**src/rtl/adc_pkg.sv**
```systemverilog
package adc_pkg;

  localparam int WORD_W = 48;
  localparam int EXT_W  = 8;
  localparam int ACC_W  = WORD_W + EXT_W;

  // Status byte bit positions (the surrounding core decodes them)
  localparam int ST_C   = 0;
  localparam int ST_V   = 1;
  localparam int ST_Z   = 2;
  localparam int ST_N   = 3;
  localparam int ST_U   = 4;
  localparam int ST_E   = 5;
  localparam int ST_L   = 6;
  localparam int ST_RSV = 7;

  // Packed so that l lands on bit 6 and c on bit 0
  typedef struct packed {
    logic l;
    logic e;
    logic u;
    logic n;
    logic z;
    logic v;
    logic c;
  } adc_flags_t;

  // Widen a long word by replicating its sign into the guard byte
  function automatic logic [ACC_W-1:0] widen_word(input logic [WORD_W-1:0] w);
    return {{EXT_W{w[WORD_W-1]}}, w};
  endfunction

  // True when every bit of the slice agrees
  function automatic logic all_same(input logic [EXT_W:0] bits);
    return (bits == '0) || (&bits);
  endfunction

endpackage

```
**src/rtl/adc_operand_prep.sv**
```systemverilog
module adc_operand_prep #(
  parameter int WORD_W  = adc_pkg::WORD_W,
  parameter int EXT_W   = adc_pkg::EXT_W,
  parameter int NUM_SRC = 2,
  parameter int SEL_W   = (NUM_SRC > 1) ? $clog2(NUM_SRC) : 1
) (
  input  logic [WORD_W-1:0]       src_bank [NUM_SRC],
  input  logic [SEL_W-1:0]        sel,
  output logic [WORD_W+EXT_W-1:0] operand,
  output logic                    src_sign
);

  logic [WORD_W-1:0] picked;

  assign picked   = src_bank[sel];
  assign src_sign = picked[WORD_W-1];
  assign operand[WORD_W-1:0] = picked;

  // guard byte of the operand is the source sign
  for (genvar g = 0; g < EXT_W; g++) begin : g_ext
    assign operand[WORD_W+g] = src_sign;
  end

endmodule

```
**src/rtl/adc_carry_adder.sv**
```systemverilog
module adc_carry_adder #(
  parameter int ACC_W = adc_pkg::ACC_W
) (
  input  logic [ACC_W-1:0] a,
  input  logic [ACC_W-1:0] b,
  input  logic             cin,
  output logic [ACC_W-1:0] sum,
  output logic             cout
);

  logic [ACC_W:0] full;

  assign full = {1'b0, a} + {1'b0, b} + {{ACC_W{1'b0}}, cin};
  assign sum  = full[ACC_W-1:0];
  assign cout = full[ACC_W];

endmodule

```
**src/rtl/adc_flag_gen.sv**
```systemverilog
module adc_flag_gen
  import adc_pkg::*;
#(
  parameter int WORD_W = adc_pkg::WORD_W,
  parameter int ACC_W  = adc_pkg::ACC_W
) (
  input  logic [ACC_W-1:0] dst_val,
  input  logic [ACC_W-1:0] src_val,
  input  logic [ACC_W-1:0] res,
  input  logic             carry,
  input  logic             limit_in,
  output adc_flags_t       flags
);

  logic ovf;

  // like-signed inputs giving an unlike-signed result
  assign ovf = (src_val[ACC_W-1] == dst_val[ACC_W-1]) &&
               (res[ACC_W-1] != dst_val[ACC_W-1]);

  always_comb begin
    flags.c = carry;
    flags.v = ovf;
    flags.z = (res == '0);
    flags.n = res[ACC_W-1];
    flags.u = (res[WORD_W-1] == res[WORD_W-2]);
    flags.e = !all_same(res[ACC_W-1:WORD_W-1]);
    flags.l = limit_in | ovf;
  end

  // a zero result cannot be negative
  always_comb begin
    p_zero_not_neg_r6: assert (!(flags.z && flags.n));
  end

endmodule

```
**src/rtl/adc_acc_bank.sv**
```systemverilog
module adc_acc_bank
  import adc_pkg::*;
#(
  parameter int WORD_W  = adc_pkg::WORD_W,
  parameter int EXT_W   = adc_pkg::EXT_W,
  parameter int NUM_ACC = 2,
  parameter int SEL_W   = (NUM_ACC > 1) ? $clog2(NUM_ACC) : 1
) (
  input  logic                    clk,
  input  logic                    rst_n,
  input  logic                    add_we,
  input  logic [SEL_W-1:0]        add_sel,
  input  logic [WORD_W+EXT_W-1:0] add_data,
  input  logic                    ld_we,
  input  logic [SEL_W-1:0]        ld_sel,
  input  logic [WORD_W-1:0]       ld_word,
  output logic [WORD_W+EXT_W-1:0] acc_q [NUM_ACC]
);

  localparam int AW = WORD_W + EXT_W;

  logic [NUM_ACC-1:0] add_hit;
  logic [NUM_ACC-1:0] ld_hit;

  for (genvar i = 0; i < NUM_ACC; i++) begin : g_acc
    // an add to the same accumulator takes priority over a load
    assign add_hit[i] = add_we && (add_sel == SEL_W'(i));
    assign ld_hit[i]  = ld_we && (ld_sel == SEL_W'(i)) && !add_hit[i];

    always_ff @(posedge clk or negedge rst_n) begin
      if (!rst_n) begin
        acc_q[i] <= '0;
      end else if (add_hit[i]) begin
        acc_q[i] <= add_data;
      end else if (ld_hit[i]) begin
        acc_q[i] <= {{EXT_W{ld_word[WORD_W-1]}}, ld_word};
      end
    end

    // untouched accumulators keep their value
    p_idle_hold_r2: assert property (@(posedge clk) disable iff (!rst_n)
      !((add_we && add_sel == SEL_W'(i)) || (ld_we && ld_sel == SEL_W'(i)))
      |=> $stable(acc_q[i]));

    // a load that wins leaves a sign-consistent guard byte
    p_load_widen_r11: assert property (@(posedge clk) disable iff (!rst_n)
      (ld_we && ld_sel == SEL_W'(i) && !(add_we && add_sel == SEL_W'(i)))
      |=> (all_same(acc_q[i][AW-1:WORD_W-1]) &&
           acc_q[i][WORD_W-1:0] == $past(ld_word)));

    // the add result is what lands on a collision
    p_add_wins_r12: assert property (@(posedge clk) disable iff (!rst_n)
      (add_we && add_sel == SEL_W'(i)) |=> (acc_q[i] == $past(add_data)));
  end

endmodule

```
**src/rtl/adc_long_unit.sv**
```systemverilog
module adc_long_unit
  import adc_pkg::*;
#(
  parameter int WORD_W = adc_pkg::WORD_W,
  parameter int EXT_W  = adc_pkg::EXT_W
) (
  input  logic                    clk,
  input  logic                    rst_n,
  input  logic                    op_valid,
  input  logic                    op_src_sel,
  input  logic                    op_dst_sel,
  input  logic                    op_plain,
  input  logic [WORD_W-1:0]       src_x,
  input  logic [WORD_W-1:0]       src_y,
  input  logic                    ld_valid,
  input  logic                    ld_sel,
  input  logic [WORD_W-1:0]       ld_word,
  input  logic [7:0]              status_in,
  output logic [7:0]              status_out,
  output logic [WORD_W+EXT_W-1:0] acc_a,
  output logic [WORD_W+EXT_W-1:0] acc_b,
  output logic                    op_done
);

  localparam int AW      = WORD_W + EXT_W;
  localparam int NUM_ACC = 2;
  localparam int NUM_SRC = 2;

  logic [WORD_W-1:0] src_bank [NUM_SRC];
  logic [AW-1:0]     acc_q    [NUM_ACC];
  logic [AW-1:0]     operand;
  logic              src_sign;
  logic [AW-1:0]     dst_val;
  logic [AW-1:0]     sum;
  logic              carry_in;
  logic              carry_out;
  adc_flags_t        flags;
  logic              ovf_evt;

  assign src_bank[0] = src_x;
  assign src_bank[1] = src_y;

  adc_operand_prep #(.WORD_W(WORD_W), .EXT_W(EXT_W), .NUM_SRC(NUM_SRC), .SEL_W(1)) u_prep (
    .src_bank (src_bank),
    .sel      (op_src_sel),
    .operand  (operand),
    .src_sign (src_sign)
  );

  assign dst_val  = acc_q[op_dst_sel];
  assign carry_in = status_in[ST_C] & ~op_plain;

  adc_carry_adder #(.ACC_W(AW)) u_add (
    .a    (dst_val),
    .b    (operand),
    .cin  (carry_in),
    .sum  (sum),
    .cout (carry_out)
  );

  adc_flag_gen #(.WORD_W(WORD_W), .ACC_W(AW)) u_flags (
    .dst_val  (dst_val),
    .src_val  (operand),
    .res      (sum),
    .carry    (carry_out),
    .limit_in (status_in[ST_L]),
    .flags    (flags)
  );

  assign ovf_evt = flags.v;

  adc_acc_bank #(.WORD_W(WORD_W), .EXT_W(EXT_W), .NUM_ACC(NUM_ACC), .SEL_W(1)) u_bank (
    .clk      (clk),
    .rst_n    (rst_n),
    .add_we   (op_valid),
    .add_sel  (op_dst_sel),
    .add_data (sum),
    .ld_we    (ld_valid),
    .ld_sel   (ld_sel),
    .ld_word  (ld_word),
    .acc_q    (acc_q)
  );

  assign acc_a = acc_q[0];
  assign acc_b = acc_q[1];

  always_ff @(posedge clk or negedge rst_n) begin
    if (!rst_n) begin
      status_out <= '0;
      op_done    <= 1'b0;
    end else begin
      op_done <= op_valid;
      if (op_valid) begin
        status_out <= {status_in[ST_RSV], flags};
      end
    end
  end

  // completion strobe follows the request by one cycle
  p_done_follows_r13: assert property (@(posedge clk) disable iff (!rst_n)
    op_valid |=> op_done);
  p_done_quiet_r13: assert property (@(posedge clk) disable iff (!rst_n)
    !op_valid |=> !op_done);

  // status holds between operations
  p_status_hold_r10: assert property (@(posedge clk) disable iff (!rst_n)
    !op_valid |=> $stable(status_out));

  // an incoming limit flag survives the add
  p_limit_sticky_r8: assert property (@(posedge clk) disable iff (!rst_n)
    (op_valid && status_in[ST_L]) |=> status_out[ST_L]);

  // an overflow event always raises limit
  p_ovf_sets_limit_r8: assert property (@(posedge clk) disable iff (!rst_n)
    (op_valid && ovf_evt) |=> (status_out[ST_L] && status_out[ST_V]));

  // the widened operand sign agrees with the selected source
  p_operand_sign_r3: assert property (@(posedge clk) disable iff (!rst_n)
    op_valid |-> (operand[AW-1] == (op_src_sel ? src_y[WORD_W-1] : src_x[WORD_W-1])));

endmodule

```
**config.mk**
```make
export PLATFORM = sky130hd
export DESIGN_NAME = adc_long_unit
export DESIGN_NICKNAME = d
export VERILOG_FILES = /design/src/rtl/adc_pkg.sv /design/src/rtl/adc_operand_prep.sv /design/src/rtl/adc_carry_adder.sv /design/src/rtl/adc_flag_gen.sv /design/src/rtl/adc_acc_bank.sv /design/src/rtl/adc_long_unit.sv
export SDC_FILE = /design/constraint.sdc
export NUM_CORES = 1
export LEC_CHECK = 0
export BUFFER_PORTS_ARGS = -buffer_cell sky130_fd_sc_hd__buf_4
export CAP_MARGIN = 20
export CELL_PAD_IN_SITES_DETAIL_PLACEMENT = 1
export CELL_PAD_IN_SITES_GLOBAL_PLACEMENT = 2
export CORE_UTILIZATION = 34
export DETAILED_ROUTE_END_ITERATION = 8
export HOLD_SLACK_MARGIN = 0.15
export PLACE_DENSITY = 0.9
export SLEW_MARGIN = 10
export SYNTH_ARGS = -nofsm -noshare
export SYNTH_HDL_FRONTEND = slang
export SYNTH_SLANG_ARGS = --single-unit
```
**constraint.sdc**
```tcl
create_clock -name clk -period 11.05 [get_ports clk]
set_input_delay 0.5525 -clock clk [delete_from_list [all_inputs] [get_ports clk]]
set_output_delay 0.5525 -clock clk [all_outputs]
set_load 0.03 [all_outputs]
```
==> results of run 1 <==
## cells by family (layout without fill, tap and decap cells)
group | count (synthesis) | in the layout | synth area share
and+or+nand+nor | 367 | 367 | 0.170
buffers and inverters | 100 | 334 | 0.0373
DFF | 121 | 121 | 0.279
AOI/OAI and AO/OA | 415 | 415 | 0.246
adders and majority gates | 58 | 58 | 0.0682
xor gates and xnor gates | 31 | 31 | 0.0250
muxes | 177 | 177 | 0.175
## registers in the layout, summed over array words and instances, names as in the netlist
register / cells
op_done: 1
status_out: 8
u_bank.acc_q: 112
## cells in the mapped netlist, types with 6 or more instances
cell,number
and2_1,32
buf_2,9
inv_1,20
clkbuf_1,52
a21oi_1,119
nand2_1,140
o21bai_1,9
o211ai_1,9
and3_1,26
xor2_1,13
a211oi_1,51
a221oi_1,6
buf_1,14
nand2b_1,8
xnor2_1,18
nor4b_1,6
nor4_1,7
nand3_1,16
nor2_1,54
nand4_1,23
dfrtp_1,121
o21ai_1,9
o31ai_1,7
mux2_2,107
ha_1,56
o21ai_0,115
nor3_1,18
a21o_1,16
or3_1,9
mux2i_1,70
## through the flow
step | total power [mW] | setup slack, ns | hold slack (ns) | instance area [um^2]
final | 4.25 | 3.11 | 0.185 | 13800
after global placement | 3.55 | 2.83 | 0.471 | 13200
after CTS | 4.24 | 3.15 | 0.207 | 13800
after detailed placement | 3.61 | 2.74 | 0.486 | 13200
after global routing | 4.51 | 2.72 | 0.247 | 13800
after floorplan | 2.63 | 5.07 | 0.257 | 10900
## layer usage
metal / global-route usage / up-vias
met5: 0 / -
met1: 0.348 / 5619
met3: 0.0329 / 66
li1: - / 5217
met2: 0.438 / 354
met4: 0.0974 / 0
## final cells by class
| type | count | area (um^2) |
|---|---|---|
| Clock buffer | 19 | 443 |
| Sequential cell | 121 | 3030 |
| Tap cell | 402 | 503 |
| Fill cell | 3715 | 17700 |
| Clock inverter | 13 | 169 |
| Multi-Input combinational cell | 1048 | 7450 |
| Inverter | 20 | 75.1 |
| Timing Repair Buffer | 282 | 2120 |
## worst reg2reg max path: cells and delay by family (launching register included)
family / cells / cell delay (ns)
DFF: 1 / 0.40
adders and majority gates: 3 / 1.23
and+or+nand+nor: 7 / 2.66
muxes: 1 / 0.29
AOI/OAI and AO/OA: 8 / 2.45
xor gates and xnor gates: 1 / 0.43
## final timing paths
check                                startpoint               end  slack [ns]
worst max-delay path                 op_src_sel     status_out[2]        3.11
worst min-delay path                      rst_n   u_bank.acc_q[3]        0.19
worst max register to register  u_bank.acc_q[0]     status_out[2]        3.51
worst min register to register    status_out[3]     status_out[3]        0.50
max in group asynchronous                 rst_n  u_bank.acc_q[48]        9.45
min in group clk                       op_valid           op_done        0.36
## where the power goes
part           switching (mW)  total (mW)  internal [mW]
Sequential              0.165       0.796          0.631
Clock                   0.245       0.608          0.364
Combinational            1.83        2.84           1.01
Total                    2.24        4.25           2.01
==> impl_results.md, run 1 <==
- First-iteration detailed-routing DRC count: just under 700
- Power per cell area: 308 nW/um^2
- Final hold violation count: 0
- Antenna-violating nets left: 0
- Share of cells above drive strength 1: 0.299
- Register area share after synthesis: 0.279
- Final slew viol count: 0
- CP cell instances: buf_4 > mux2_2 > fa_1 > fa_1 > a21oi_2 > o21ai_2 > a311oi_4 > a2111oi_0 > a211oi_1 > o21bai_1 > xnor2_1 > ha_1 > nor4b_1 > o21ai_0 > or4b_1 > or4_1 > nor4_2 > nand4_1 > nor4_1 > nand4_1 > o32ai_2
- Ports: around 280
- CP top delay family: simple AND/OR/NAND/NOR gates
- DR WL/cell: 22.5 um
- Synth area leaders: dfrtp_1 (28%), mux2_2 (11%), ha_1 (6.5%), mux2i_1 (6.5%), a21oi_1 (5.5%)
- Worst EP required: 11.39 ns
- Post-Syn Instances: roughly 1300
- Die Wd: 181 um
- Non-Filler Instances: 1905
- Site row count: 65
- Via count: 11300
- Fin crit share: 0.718
- Top layer in use: met4
- Final setup vio count: 0
- Initial core utilization: 0.345
- Post-synth top flop: dfrtp_1
- WS Path Type: primary input to flop
- Arr. time, crit path: 8.27 ns
- Clk root buf: clkbuf_16
- WL met3: 1670 um
- Routability cong.: 0.901
- Die H: 181 um
- Relative slew slack: 0.265
- Routed WL: 42800 um
- Worst R2R Path Depth: 20
- Startpoint types: primary input
- GR Util All Layers: 0.263
- N_diodes: 0
- DRC viols: 0
- Net count after synthesis: roughly 1500
- RSZ-0062 raised after global routing: false
- Synth async-reset ratio: 1.00
- Drt first pass iters: 5
- Syn_area_per_cell: 8.56 um^2
- First-pass GRT wire length: roughly 67000 um
- CTS tree: done
- Most common cell after layout, fill and taps aside: buf_4
- Max-Cap Viols: 0
- Detailed Place HPWL: 32600 um
- Worst clock skew: about 0.015 ns
- Setup crit end kind: flop
- Worst-Skew Late Latency: 0.43 ns
- Area grow syn2layout: 26.9%
- Worst-Margin Slew: 1.10 ns
- Met1 WL: 19600 um
- Worst min path class: primary input to async pin
- Die area: ~33000 um^2
- Synth warn: 0
- H-tree lvl count: 4
- Routed wl met2: 20400 um
- Clk sinks: 121
- FF+latch count, synth: 121
- Post-Place Cells: approximately 1900
- Largest net degree at the start of global routing: about 70
- Clock transition at path regs: 0.07 ns
- Port buffer count: around 280
- PostCTS Resize Cnt: 0
- Total CTS buffers: 17
- Critical Path Stages: 21
- Netlist cell types: 86
- Setup tns final: 0 ns
- Layout net count: roughly 1700
- Peak VDD IR: 0.117 mV
- Cell Area, Synth: 10900 um^2
- Status: finished, final reports clean
- Commonest cells after routing, fill and taps aside: buf_4 (282), nand2_1 (139), dfrtp_1 (121)
- Core box area: approximately 31000 um^2
- Initial antenna violation count: 0
- Worst-path fanout max: 48
- Vias in the first global route: between 10000 and 15000
- Maximum root-to-sink buffer count: 2
- Largest stage delay, worst path: between 0.6 and 0.7 ns
- Core Util, Final: 0.438
- Vias/cell: 5.91
- Fmax achieved: between 100 and 150 MHz
- Grt ovf: 0
- EDFF count, synth: 0
- Minimum clock period: 7.94 ns
- Post-CTS Setup Inserts: 0
- WP buf/inv: 1
- Critical Path Slowest Stage Cell: a211oi_1
- Top cell type's share of synthesized area: 0.279
- Post-CTS Hold Buffers: 0
- Leading area contributor after synthesis: dfrtp_1
- Pleak: 5.99 nW
Power figures use the tool's default switching activity.
==> inputs of run 2 (changes only) <==
- CORE_UTILIZATION: 34 -> 32
- PLACE_DENSITY: 0.9 -> 0.85
- clock period: 11.05 -> 7.4 ns (I/O delays scaled with it)
==> run 2 against run 1 <==
Compared with the run above:
- cell area increased by 1.0%
- combinational power increased by 50%
- critical path depth unchanged
- sequential share of layout area decreased by 0.22 points
==> impl_results.md, run 2 (synthesis results as in run 1) <==
- Status: finished, final reports clean
- Fin crit share: 0.874
- Final hold violation count: 0
- GR Util All Layers: 0.250
- Worst EP required: between 7 and 8 ns
- Vias/cell: 5.63
- Share of cells above drive strength 1: 0.304
- Grt ovf: 0
- Arr. time, crit path: 6.80 ns
- Relative slew slack: 0.248
- Drt first pass iters: 5
- CP startpoint: u_bank.acc_q[0]
- PostCTS Resize Cnt: 0
- Core box area: 33400 um^2
- Detailed Place HPWL: 33300 um
- Post-CTS Hold Buffers: 1
- Routability cong.: roughly 0.9
- Worst-Skew Late Latency: 0.43 ns
- First-pass GRT wire length: 65900 um
- Die area: 34700 um^2
- Pleak: 6.04 nW
- End of the worst register-to-register path: status_out[2]
- Worst min path class: primary input to flop
- Hold depth: 3
- Final slew viol count: 0
- Final setup vio count: 0
- First-iteration detailed-routing DRC count: 586
- Via count: between 10000 and 15000
- H-tree lvl count: 4
- Area grow syn2layout: 28.2%
- Port buffer count: about 280
- Vias in the first global route: 11300
- DRC viols: 0
- Initial antenna violation count: 1
- Layout net count: 1720
- Antenna-violating nets left: 0
- R2r setup slk: 0.93 ns
- Initial core utilization: 0.325
- Worst-Margin Slew: 1.13 ns
- Max reg flops: between 100 and 150
- Commonest cells after routing, fill and taps aside: buf_4 (293), nand2_1 (139), dfrtp_1 (121)
- Clock transition at path regs: roughly 0.070 ns
- Site row count: 67
- Biggest regs: u_bank.acc_q (112), status_out (8), op_done (1)
- Die H: 186 um
- Post-CTS Setup Inserts: 0
- Routed WL: roughly 43000 um
- WHS Endpoint: status_out[6]
- Min setup slack post-route: about 0.93 ns
- RSZ-0062 raised after global routing: false
- Largest net degree at the start of global routing: 105
- Fmax achieved: 155 MHz
- Clk sinks: ~120
- Register bank with the most flops: u_bank.acc_q
- Worst-path fanout max: 4
- Setup tns final: 0 ns
- Total CTS buffers: 17
- WS Path Type: flop to flop
- DR WL/cell: 21.9 um
- Ports: 281
- Peak VDD IR: roughly 0.18 mV
- CTS tree: done
- Clk root buf: clkbuf_16
- Worst R2R Path Depth: 21
- Startpoint types: flop
- Max-Cap Viols: 0
- Minimum clock period: about 6.5 ns
- Hold Crit Start: status_in[6]
- Power per cell area: 455 nW/um^2
- Setup crit end kind: flop
- Die Wd: 186 um
- R2R Path Start: u_bank.acc_q[0]
- Maximum root-to-sink buffer count: 2
- Worst clock skew: 0.0158 ns
- Setup slack at placement: roughly 0.62 ns
- Most common cell after layout, fill and taps aside: buf_4
==> run 2: final cells by class <==
class / count / area (um^2)
diodes: 1 / 2.50
clock buffers: 18 / 429
clock inverters: 14 / 164
fillers: 3955 / 19500
inverters: 20 / 75.1
multi-input cells: 1048 / 7450
flip-flops and latches: 121 / 3030
well taps: 448 / 561
repair buffers: 294 / 2210
==> run 2: through the flow <==
stage	power, mW	hold WS (ns)	cells	util	cell area [um^2]
2_1_floorplan	3.93	0.0744	1269	-	10900
3_3_place_gp	5.37	0.462	1930	0.398	13300
3_5_place_dp	5.44	0.468	1930	0.398	13300
4_1_cts	6.34	0.153	1963	0.416	13900
5_1_grt	6.76	0.161	1964	0.416	13900
6_report	6.34	0.163	1964	0.416	13900
==> run 2: how the worst max path moves through the flow <==
stage / end / cells past startpoint
6_report: status_out[2] / 21
5_1_grt: status_out[2] / 21
4_1_cts: status_out[2] / 21
3_5_place_dp: status_out[2] / 22
3_3_place_gp: status_out[2] / 22
2_1_floorplan: status_out[2] / 21
==> run 2: power by group <==
group / total (mW) / internal (mW) / switching (mW) / leakage (nW)
Combinational: 4.27 / 1.54 / 2.73 / 4.32
Sequential: 1.20 / 0.942 / 0.254 / 1.44
Clock: 0.876 / 0.505 / 0.370 / 0.280
==> run 2: critical path, cell delays in order, from the launching register on <==
cell	delay (ns)
dfrtp_1	0.39
mux2_2	0.28
fa_1	0.51
fa_1	0.47
a21oi_2	0.29
o21ai_2	0.17
a311oi_4	0.33
a2111oi_0	0.18
a211oi_1	0.36
o21bai_1	0.16
xnor2_1	0.34
ha_1	0.23
nor4b_1	0.20
o21ai_0	0.15
or4b_1	0.57
or4_1	0.44
nor4_2	0.28
nand4_1	0.26
nor4_1	0.24
buf_4	0.18
nand4_1	0.12
o32ai_2	0.22
==> run 2: metal layers <==
layer  routed length [um]  GRT usage  vias up  part of all wire
met5                    0          0        -                 0
met4                  801     0.0685        0             0.019
met3                 1800     0.0333       35             0.042
met2                20200      0.413      272              0.47
met1                20300      0.340     5506              0.47
li1                     -          -     5237                 -
